==> config.mk <==
export PLATFORM = sky130hd
export DESIGN_NAME = vcc_chroma_vsrc
export DESIGN_NICKNAME = d
export VERILOG_FILES = /design/src/rtl/vcc_pkg.sv /design/src/rtl/vcc_deslice.sv /design/src/rtl/vcc_phase_seq.sv /design/src/rtl/vcc_linestore.sv /design/src/rtl/vcc_vmac.sv /design/src/rtl/vcc_chroma_vsrc.sv
export SDC_FILE = /design/constraint.sdc
export NUM_CORES = 2
export LEC_CHECK = 0
export BUFFER_PORTS_ARGS = -buffer_cell sky130_fd_sc_hd__buf_2
export CORE_ASPECT_RATIO = 0.75
export CORE_MARGIN = 2
export CORE_UTILIZATION = 40
export CTS_BUF_LIST = sky130_fd_sc_hd__clkbuf_8
export CTS_CLUSTER_DIAMETER = 120
export CTS_CLUSTER_SIZE = 14
export DETAILED_ROUTE_END_ITERATION = 10
export GPL_TIMING_DRIVEN = 1
export HOLD_SLACK_MARGIN = 0.1
export PLACE_DENSITY = 0.58
export SLEW_MARGIN = 10
export SYNTH_ARGS = -nofsm -noshare
export SYNTH_HDL_FRONTEND = slang
export SYNTH_SLANG_ARGS = --single-unit
==> constraint.sdc <==
create_clock -name clk -period 1.9 [get_ports clk]
set_input_delay 0 -clock clk [delete_from_list [all_inputs] [get_ports clk]]
set_output_delay 0 -clock clk [all_outputs]
set_load 0.01 [all_outputs]
==> src/rtl/vcc_pkg.sv <==
package vcc_pkg;
  localparam int CW       = 8;
  localparam int NTAP_MAX = 4;
  localparam int NTAP_CAM = 3;
  localparam int NPHASE   = 4;
  localparam int COEF_W   = 10;
  localparam int ACC_W    = 20;
  localparam int FRAC     = 7;

  localparam int CAM_DEF  [NPHASE*NTAP_CAM] = '{64, 64, 0, 32, 80, 16, 16, 80, 32, 0, 64, 64};
  localparam int FILM_DEF [NPHASE*NTAP_MAX] = '{-8, 72, 72, -8, -4, 48, 96, -12,
                                                -12, 96, 48, -4, 0, 128, 0, 0};

  typedef logic signed [CW-1:0] chroma_t;
  typedef struct packed {
    chroma_t u;
    chroma_t v;
  } uv_t;

  function automatic chroma_t round_sat(input logic signed [ACC_W-1:0] acc);
    logic signed [ACC_W-1:0] r;
    r = (acc + ACC_W'(1 << (FRAC - 1))) >>> FRAC;
    if (r > ACC_W'(127)) return chroma_t'(127);
    else if (r < -ACC_W'(128)) return chroma_t'(-128);
    else return chroma_t'(r[CW-1:0]);
  endfunction
endpackage

==> src/rtl/vcc_deslice.sv <==
module vcc_deslice
  import vcc_pkg::*;
#(
  parameter int LINE_SAMPLES = 16,
  localparam int CLW = $clog2(LINE_SAMPLES + 1)
) (
  input  logic           clk,
  input  logic           rst_ni,
  input  logic           restart,
  input  logic           in_vld,
  input  logic [1:0]     u_sl,
  input  logic [1:0]     v_sl,
  output logic           smp_done,
  output logic           col_ok,
  output logic [CLW-1:0] col,
  output uv_t            smp
);
  logic [1:0]     cnt_q, cnt_d;
  logic [5:0]     ush_q, ush_d, vsh_q, vsh_d;
  logic [CLW-1:0] col_q, col_d;
  logic           en;

  assign en = restart || in_vld;

  always_comb begin
    cnt_d = cnt_q;
    ush_d = ush_q;
    vsh_d = vsh_q;
    col_d = col_q;
    if (restart) begin
      cnt_d = '0;
      col_d = '0;
    end else if (in_vld) begin
      cnt_d = cnt_q + 2'd1;
      ush_d = {ush_q[3:0], u_sl};
      vsh_d = {vsh_q[3:0], v_sl};
      if (cnt_q == 2'd3 && col_q != CLW'(LINE_SAMPLES)) col_d = col_q + CLW'(1);
    end
  end

  always_ff @(posedge clk or negedge rst_ni) begin
    if (!rst_ni) begin
      cnt_q <= '0;
      ush_q <= '0;
      vsh_q <= '0;
      col_q <= '0;
    end else if (en) begin
      cnt_q <= cnt_d;
      ush_q <= ush_d;
      vsh_q <= vsh_d;
      col_q <= col_d;
    end
  end

  assign smp_done = in_vld && !restart && (cnt_q == 2'd3);
  assign col_ok   = (col_q < CLW'(LINE_SAMPLES));
  assign col      = col_q;
  assign smp.u    = chroma_t'({ush_q, u_sl});
  assign smp.v    = chroma_t'({vsh_q, v_sl});
endmodule

==> src/rtl/vcc_phase_seq.sv <==
module vcc_phase_seq (
  input  logic       clk,
  input  logic       rst_ni,
  input  logic       fld_strb,
  input  logic       ln_strb,
  output logic [1:0] phase,
  output logic       push,
  output logic       flush
);
  logic [1:0] ph_q, ph_d;
  logic       en;

  assign en = fld_strb || ln_strb;

  always_comb begin
    ph_d = ph_q;
    if (fld_strb)     ph_d = 2'd0;
    else if (ln_strb) ph_d = ph_q + 2'd1;
  end

  always_ff @(posedge clk or negedge rst_ni) begin
    if (!rst_ni)  ph_q <= 2'd0;
    else if (en)  ph_q <= ph_d;
  end

  assign phase = ph_q;
  assign push  = ln_strb && !fld_strb && (ph_q != 2'd3);
  assign flush = fld_strb;
endmodule

==> src/rtl/vcc_linestore.sv <==
module vcc_linestore
  import vcc_pkg::*;
#(
  parameter int LINE_SAMPLES = 16,
  localparam int CLW  = $clog2(LINE_SAMPLES + 1),
  localparam int IW   = $clog2(LINE_SAMPLES),
  localparam int PW   = $clog2(NTAP_MAX + 1),
  localparam int NBUF = 1 << PW,
  localparam int FW   = $clog2(NTAP_MAX + 1)
) (
  input  logic                clk,
  input  logic                rst_ni,
  input  logic                wr_en,
  input  logic [CLW-1:0]      col,
  input  uv_t                 wr_data,
  input  logic                push,
  input  logic                flush,
  output uv_t                 taps [NTAP_MAX],
  output logic [NTAP_MAX-1:0] tap_ok,
  output logic [PW-1:0]       wptr,
  output logic [FW-1:0]       fill
);
  uv_t           mem [NBUF][LINE_SAMPLES];
  logic [PW-1:0] wp_q, wp_d;
  logic [FW-1:0] fl_q, fl_d;

  always_ff @(posedge clk) begin
    if (wr_en) mem[wp_q][col[IW-1:0]] <= wr_data;
  end

  always_comb begin
    wp_d = wp_q;
    fl_d = fl_q;
    if (flush) begin
      fl_d = '0;
    end else if (push) begin
      wp_d = wp_q + PW'(1);
      if (fl_q != FW'(NTAP_MAX)) fl_d = fl_q + FW'(1);
    end
  end

  always_ff @(posedge clk or negedge rst_ni) begin
    if (!rst_ni) begin
      wp_q <= '0;
      fl_q <= '0;
    end else if (flush || push) begin
      wp_q <= wp_d;
      fl_q <= fl_d;
    end
  end

  for (genvar k = 0; k < NTAP_MAX; k++) begin : g_tap
    logic [PW-1:0] slot;
    assign slot      = wp_q - PW'(k + 1);
    assign taps[k]   = mem[slot][col[IW-1:0]];
    assign tap_ok[k] = (fl_q > FW'(k));
  end

  assign wptr = wp_q;
  assign fill = fl_q;
endmodule

==> src/rtl/vcc_vmac.sv <==
module vcc_vmac
  import vcc_pkg::*;
#(
  parameter int CAM_COEF  [NPHASE*NTAP_CAM] = CAM_DEF,
  parameter int FILM_COEF [NPHASE*NTAP_MAX] = FILM_DEF
) (
  input  logic                film_sel,
  input  logic [1:0]          phase,
  input  chroma_t             taps [NTAP_MAX],
  input  logic [NTAP_MAX-1:0] tap_ok,
  output chroma_t             y
);
  logic signed [ACC_W-1:0] acc;

  always_comb begin
    logic signed [COEF_W-1:0]    coef;
    logic signed [COEF_W+CW-1:0] prod;
    acc = '0;
    for (int k = 0; k < NTAP_MAX; k++) begin
      coef = '0;
      if (film_sel)          coef = COEF_W'(FILM_COEF[int'(phase) * NTAP_MAX + k]);
      else if (k < NTAP_CAM) coef = COEF_W'(CAM_COEF[int'(phase) * NTAP_CAM + k]);
      prod = coef * taps[k];
      if (tap_ok[k]) acc = acc + ACC_W'(prod);
    end
  end

  assign y = round_sat(acc);
endmodule

==> src/rtl/vcc_chroma_vsrc.sv <==
module vcc_chroma_vsrc
  import vcc_pkg::*;
#(
  parameter int LINE_SAMPLES = 16,
  parameter int CAM_COEF  [NPHASE*NTAP_CAM] = CAM_DEF,
  parameter int FILM_COEF [NPHASE*NTAP_MAX] = FILM_DEF
) (
  input  logic       clk,
  input  logic       rst_n,
  input  logic       fld_strb,
  input  logic       ln_strb,
  input  logic       in_vld,
  input  logic [1:0] in_u_sl,
  input  logic [1:0] in_v_sl,
  input  logic       interp_en,
  input  logic       film_sel,
  output logic       out_vld,
  output logic [7:0] out_u,
  output logic [7:0] out_v
);
  localparam int CLW = $clog2(LINE_SAMPLES + 1);
  localparam int PW  = $clog2(NTAP_MAX + 1);
  localparam int FW  = $clog2(NTAP_MAX + 1);

  logic [1:0]          rsync_q;
  logic                rst_ni;
  logic                smp_done, col_ok, push, flush;
  logic [CLW-1:0]      col;
  uv_t                 smp;
  logic [1:0]          phase;
  uv_t                 taps [NTAP_MAX];
  logic [NTAP_MAX-1:0] tap_ok;
  logic [PW-1:0]       wptr;
  logic [FW-1:0]       fill;
  chroma_t             filt [2];
  logic                ov_q, ov_d;
  chroma_t             ou_q, ou_d, ovv_q, ovv_d;

  always_ff @(posedge clk or negedge rst_n) begin
    if (!rst_n) rsync_q <= '0;
    else        rsync_q <= {rsync_q[0], 1'b1};
  end
  assign rst_ni = rsync_q[1];

  vcc_deslice #(.LINE_SAMPLES(LINE_SAMPLES)) u_deslice (
    .clk(clk), .rst_ni(rst_ni), .restart(fld_strb || ln_strb), .in_vld(in_vld),
    .u_sl(in_u_sl), .v_sl(in_v_sl), .smp_done(smp_done), .col_ok(col_ok),
    .col(col), .smp(smp));

  vcc_phase_seq u_seq (
    .clk(clk), .rst_ni(rst_ni), .fld_strb(fld_strb), .ln_strb(ln_strb),
    .phase(phase), .push(push), .flush(flush));

  vcc_linestore #(.LINE_SAMPLES(LINE_SAMPLES)) u_store (
    .clk(clk), .rst_ni(rst_ni), .wr_en(smp_done && col_ok), .col(col),
    .wr_data(smp), .push(push), .flush(flush), .taps(taps), .tap_ok(tap_ok),
    .wptr(wptr), .fill(fill));

  for (genvar g = 0; g < 2; g++) begin : g_comp
    chroma_t ctap [NTAP_MAX];
    for (genvar k = 0; k < NTAP_MAX; k++) begin : g_sel
      assign ctap[k] = (g == 0) ? taps[k].u : taps[k].v;
    end
    vcc_vmac #(.CAM_COEF(CAM_COEF), .FILM_COEF(FILM_COEF)) u_mac (
      .film_sel(film_sel), .phase(phase), .taps(ctap), .tap_ok(tap_ok), .y(filt[g]));
  end

  always_comb begin
    ov_d  = smp_done && col_ok;
    ou_d  = ou_q;
    ovv_d = ovv_q;
    if (ov_d) begin
      ou_d  = interp_en ? filt[0] : smp.u;
      ovv_d = interp_en ? filt[1] : smp.v;
    end
  end

  always_ff @(posedge clk or negedge rst_ni) begin
    if (!rst_ni) begin
      ov_q  <= 1'b0;
      ou_q  <= '0;
      ovv_q <= '0;
    end else begin
      ov_q <= ov_d;
      if (ov_d) begin
        ou_q  <= ou_d;
        ovv_q <= ovv_d;
      end
    end
  end

  assign out_vld = ov_q;
  assign out_u   = ou_q;
  assign out_v   = ovv_q;
endmodule

==> flow_summary.json <==
{
  "nNetsFinal": 12300,
  "wl_per_cell_microns": 35.6,
  "antenna_found_initial": 51,
  "seq_area_frac_synth": 0.423,
  "pin_count": 28,
  "clockRootBuffer": "clkbuf_8",
  "grt_setup_unrepaired": "yes",
  "synth_common_cells": "mux4_2 (2439), edfxtp_1 (2048), nor2_1 (533), inv_1 (491), clkbuf_1 (366)",
  "crit_type": "register to register",
  "dieWidth_microns": 707,
  "setup_viol": 2075,
  "clkTransAtPathRegs_ps": 100,
  "globalRoute.totalOverflow": 0,
  "insertion_delay_ps": 1130,
  "area.growth.synth_to_final_pct": 26.9,
  "hp-class": "register to asynchronous set/reset pin",
  "worstPathRequired_ps": 2880,
  "multi_input_area_sq_um": 82300,
  "final_util": 0.510,
  "io_buffers": 27,
  "n_fill_cell": 30300,
  "synth_top_area_share": 0.415,
  "finalClockSkew_ps": 134,
  "slew_headroom": 0.184,
  "dieArea_sq_um": 375000,
  "startpoint_type": "register",
  "drive_above_1_share": 0.562,
  "cts_max_level": 4,
  "synthArstFlopShare": 0.0220,
  "endpoint_kind": "register",
  "place_congestion": 0.978,
  "max_cap_viol_count": 0,
  "yosysWarnings": 0,
  "ant_nets": 0,
  "cts.sinks": 2094,
  "fin_ws_ps": -16040,
  "worst_ep_arrival_time_ps": 18920,
  "max_freq_ghz": 0.0557,
  "drt_iter0_drc": 16600,
  "path_common_cell": "fa_1",
  "netlist_instances": 8731,
  "grt_pass1_wl_microns": 820000,
  "slew_viol_final": 0,
  "violations": "setup timing",
  "status": "complete, but fails checks",
  "dp_hpwl_microns": 420000,
  "period_share": 9.44,
  "yosys.area.top_type": "edfxtp_1",
  "syn_area_sq_um": 148000,
  "crit_fanout": 13,
  "die_h_microns": 531,
  "cts_tree": "yes",
  "ys_ff_latch": 2094,
  "grt_pass1_vias": 108000,
  "drc": 0,
  "routed_wl_microns": 589000,
  "grt_max_degree": 96,
  "via_per_inst": 6.59,
  "first_pass_iters": 6,
  "seqCellArea_sq_um": 62700,
  "row_count": 193,
  "worst-slew-pin-transition_ps": 1220,
  "synth.most_common_cell": "mux4_2",
  "synth-edff-count": 2048,
  "cts_made_buffers": 176,
  "clockBufferDepth": 4,
  "crit_path_top_delay_cell": "mux4_2",
  "synth_area_leaders": "edfxtp_1 (42%), mux4_2 (37%), fa_1 (4.8%)",
  "hold_viol_final": 0,
  "min_period_ps": 17940,
  "grt_usage": 0.310,
  "core_sq_um": 369000,
  "syn_nets": 9456,
  "num_vias": 109000,
  "start_util": 0.402,
  "synthDistinctLibCells": 106,
  "ys.flop_type": "edfxtp_1",
  "syn_avg_cell_area_sq_um": 17.0,
  "max_stage_delay_ps": 680
}
[layout by cell type (no fill, tap or decap), types with 38 or more instances in the layout]
| master | netlist | layout |
|---|---|---|
| nor3_1 | 45 | 41 |
| mux4_2 | 2439 | 2439 |
| nor2_1 | 533 | 395 |
| buf_16 | 0 | 52 |
| nand3_1 | 56 | 51 |
| buf_4 | 41 | 2834 |
| buf_12 | 0 | 352 |
| mux2_2 | 136 | 133 |
| mux2i_1 | 185 | 177 |
| fa_1 | 358 | 354 |
| xnor2_1 | 69 | 60 |
| xor2_1 | 42 | 38 |
| a21oi_1 | 218 | 204 |
| o21ai_0 | 185 | 171 |
| ha_1 | 356 | 314 |
| nand2_1 | 361 | 350 |
| edfxtp_1 | 2048 | 2048 |
| nor2_2 | 1 | 59 |
| inv_1 | 491 | 499 |
| nor2_4 | 0 | 80 |
| clkbuf_8 | 0 | 177 |
| buf_6 | 37 | 49 |
[through the flow]
step / setup TNS [ps] / cell area [sq um] / hold WS, ps / setup slack (ps) / cells
3_3_place_gp: -3221120 / 180000 / -214 / -16520 / 16000
5_1_grt: -1820410 / 188000 / 178 / -16520 / 16500
3_5_place_dp: -3213990 / 180000 / -213 / -16550 / 16000
2_1_floorplan: -2664800 / 149000 / -296 / -15650 / 8731
4_1_cts: -2276250 / 186000 / 121 / -15830 / 16400
6_report: -1789070 / 188000 / 152 / -16040 / 16500
[worst max-delay path, delay by kind of cell, from the launching register on]
family | cells | cell delay (ps)
AND/OR/NAND/NOR | 8 | 1460
multiplexers | 6 | 2850
adder cells (fa/ha/maj) | 23 | 9670
buffers and inverters | 18 | 1760
AO/OA/AOI/OAI | 8 | 1300
flip-flops | 1 | 510
XOR/XNOR | 2 | 220
[layout make-up]
cell class                      instances  area share
Tap cell                             4875      0.0325
Sequential cell                      2094       0.334
Multi-Input combinational cell       5431       0.438
Timing Repair Buffer                 3388       0.171
Inverter                              495      0.0102
Clock inverter                         45     0.00132
Antenna cell                           22    0.000293
Clock buffer                          177      0.0130
[timing repair]
item                                    4_1_cts  5_1_grt
gates resized for setup                     179      180
pin swaps                                    53       66
endpoints found under the setup margin     2075     2075
buffers inserted                            114       47
endpoints found under the hold margin       558        0
hold buffers                                 25        0
gates cloned                                 42       10
[flip-flops by register name, summed over array words and instances, names as in the netlist]
signal and flops:
out_v 8, u_seq.phase 2, u_deslice.ush_q 6, out_u 8
u_deslice.col 5, u_store.fill 3, out_vld 1, u_deslice.cnt_q 2
u_store.mem 2048, u_store.wptr 3, u_deslice.vsh_q 6, rsync_q 2
[path summary, 6_finish.rpt]
check / start / endpoint / slack, ps / cells after the start
setup reg to reg: u_store.wptr[0] / out_u[6] / -16040 / 65
min in group clk: ln_strb / u_deslice.vsh_q[4] / 200 / 6
hold reg to reg: rsync_q[1] / u_store.wptr[0] / 150 / 0
hold / removal: rsync_q[1] / u_store.wptr[0] / 150 / 0
max in group asynchronous: rsync_q[1] / u_deslice.col[0] / 1030 / 1
setup / recovery: u_store.wptr[0] / out_u[6] / -16040 / 65
[layer usage]
| metal | up-vias | GRT usage | wire (microns) |
|---|---|---|---|
| met3 | 1192 | 0.129 | 93300 |
| met5 | - | 0.00889 | 588 |
| li1 | 42200 | - | - |
| met2 | 7880 | 0.434 | 244000 |
| met4 | 22 | 0.130 | 30400 |
| met1 | 57600 | 0.425 | 220000 |
[cell families after synthesis]
kind of cell | share of synthesized area
multiplexers | 0.395
XOR/XNOR | 0.00656
AO/OA/AOI/OAI | 0.0272
other | 0.0000253
flip-flops | 0.423
buffers and inverters | 0.0351
adder cells (fa/ha/maj) | 0.0785
AND/OR/NAND/NOR | 0.0351
Power is not shown: default switching activity piles up to over one toggle a cycle in this logic, so the estimate is an artifact.
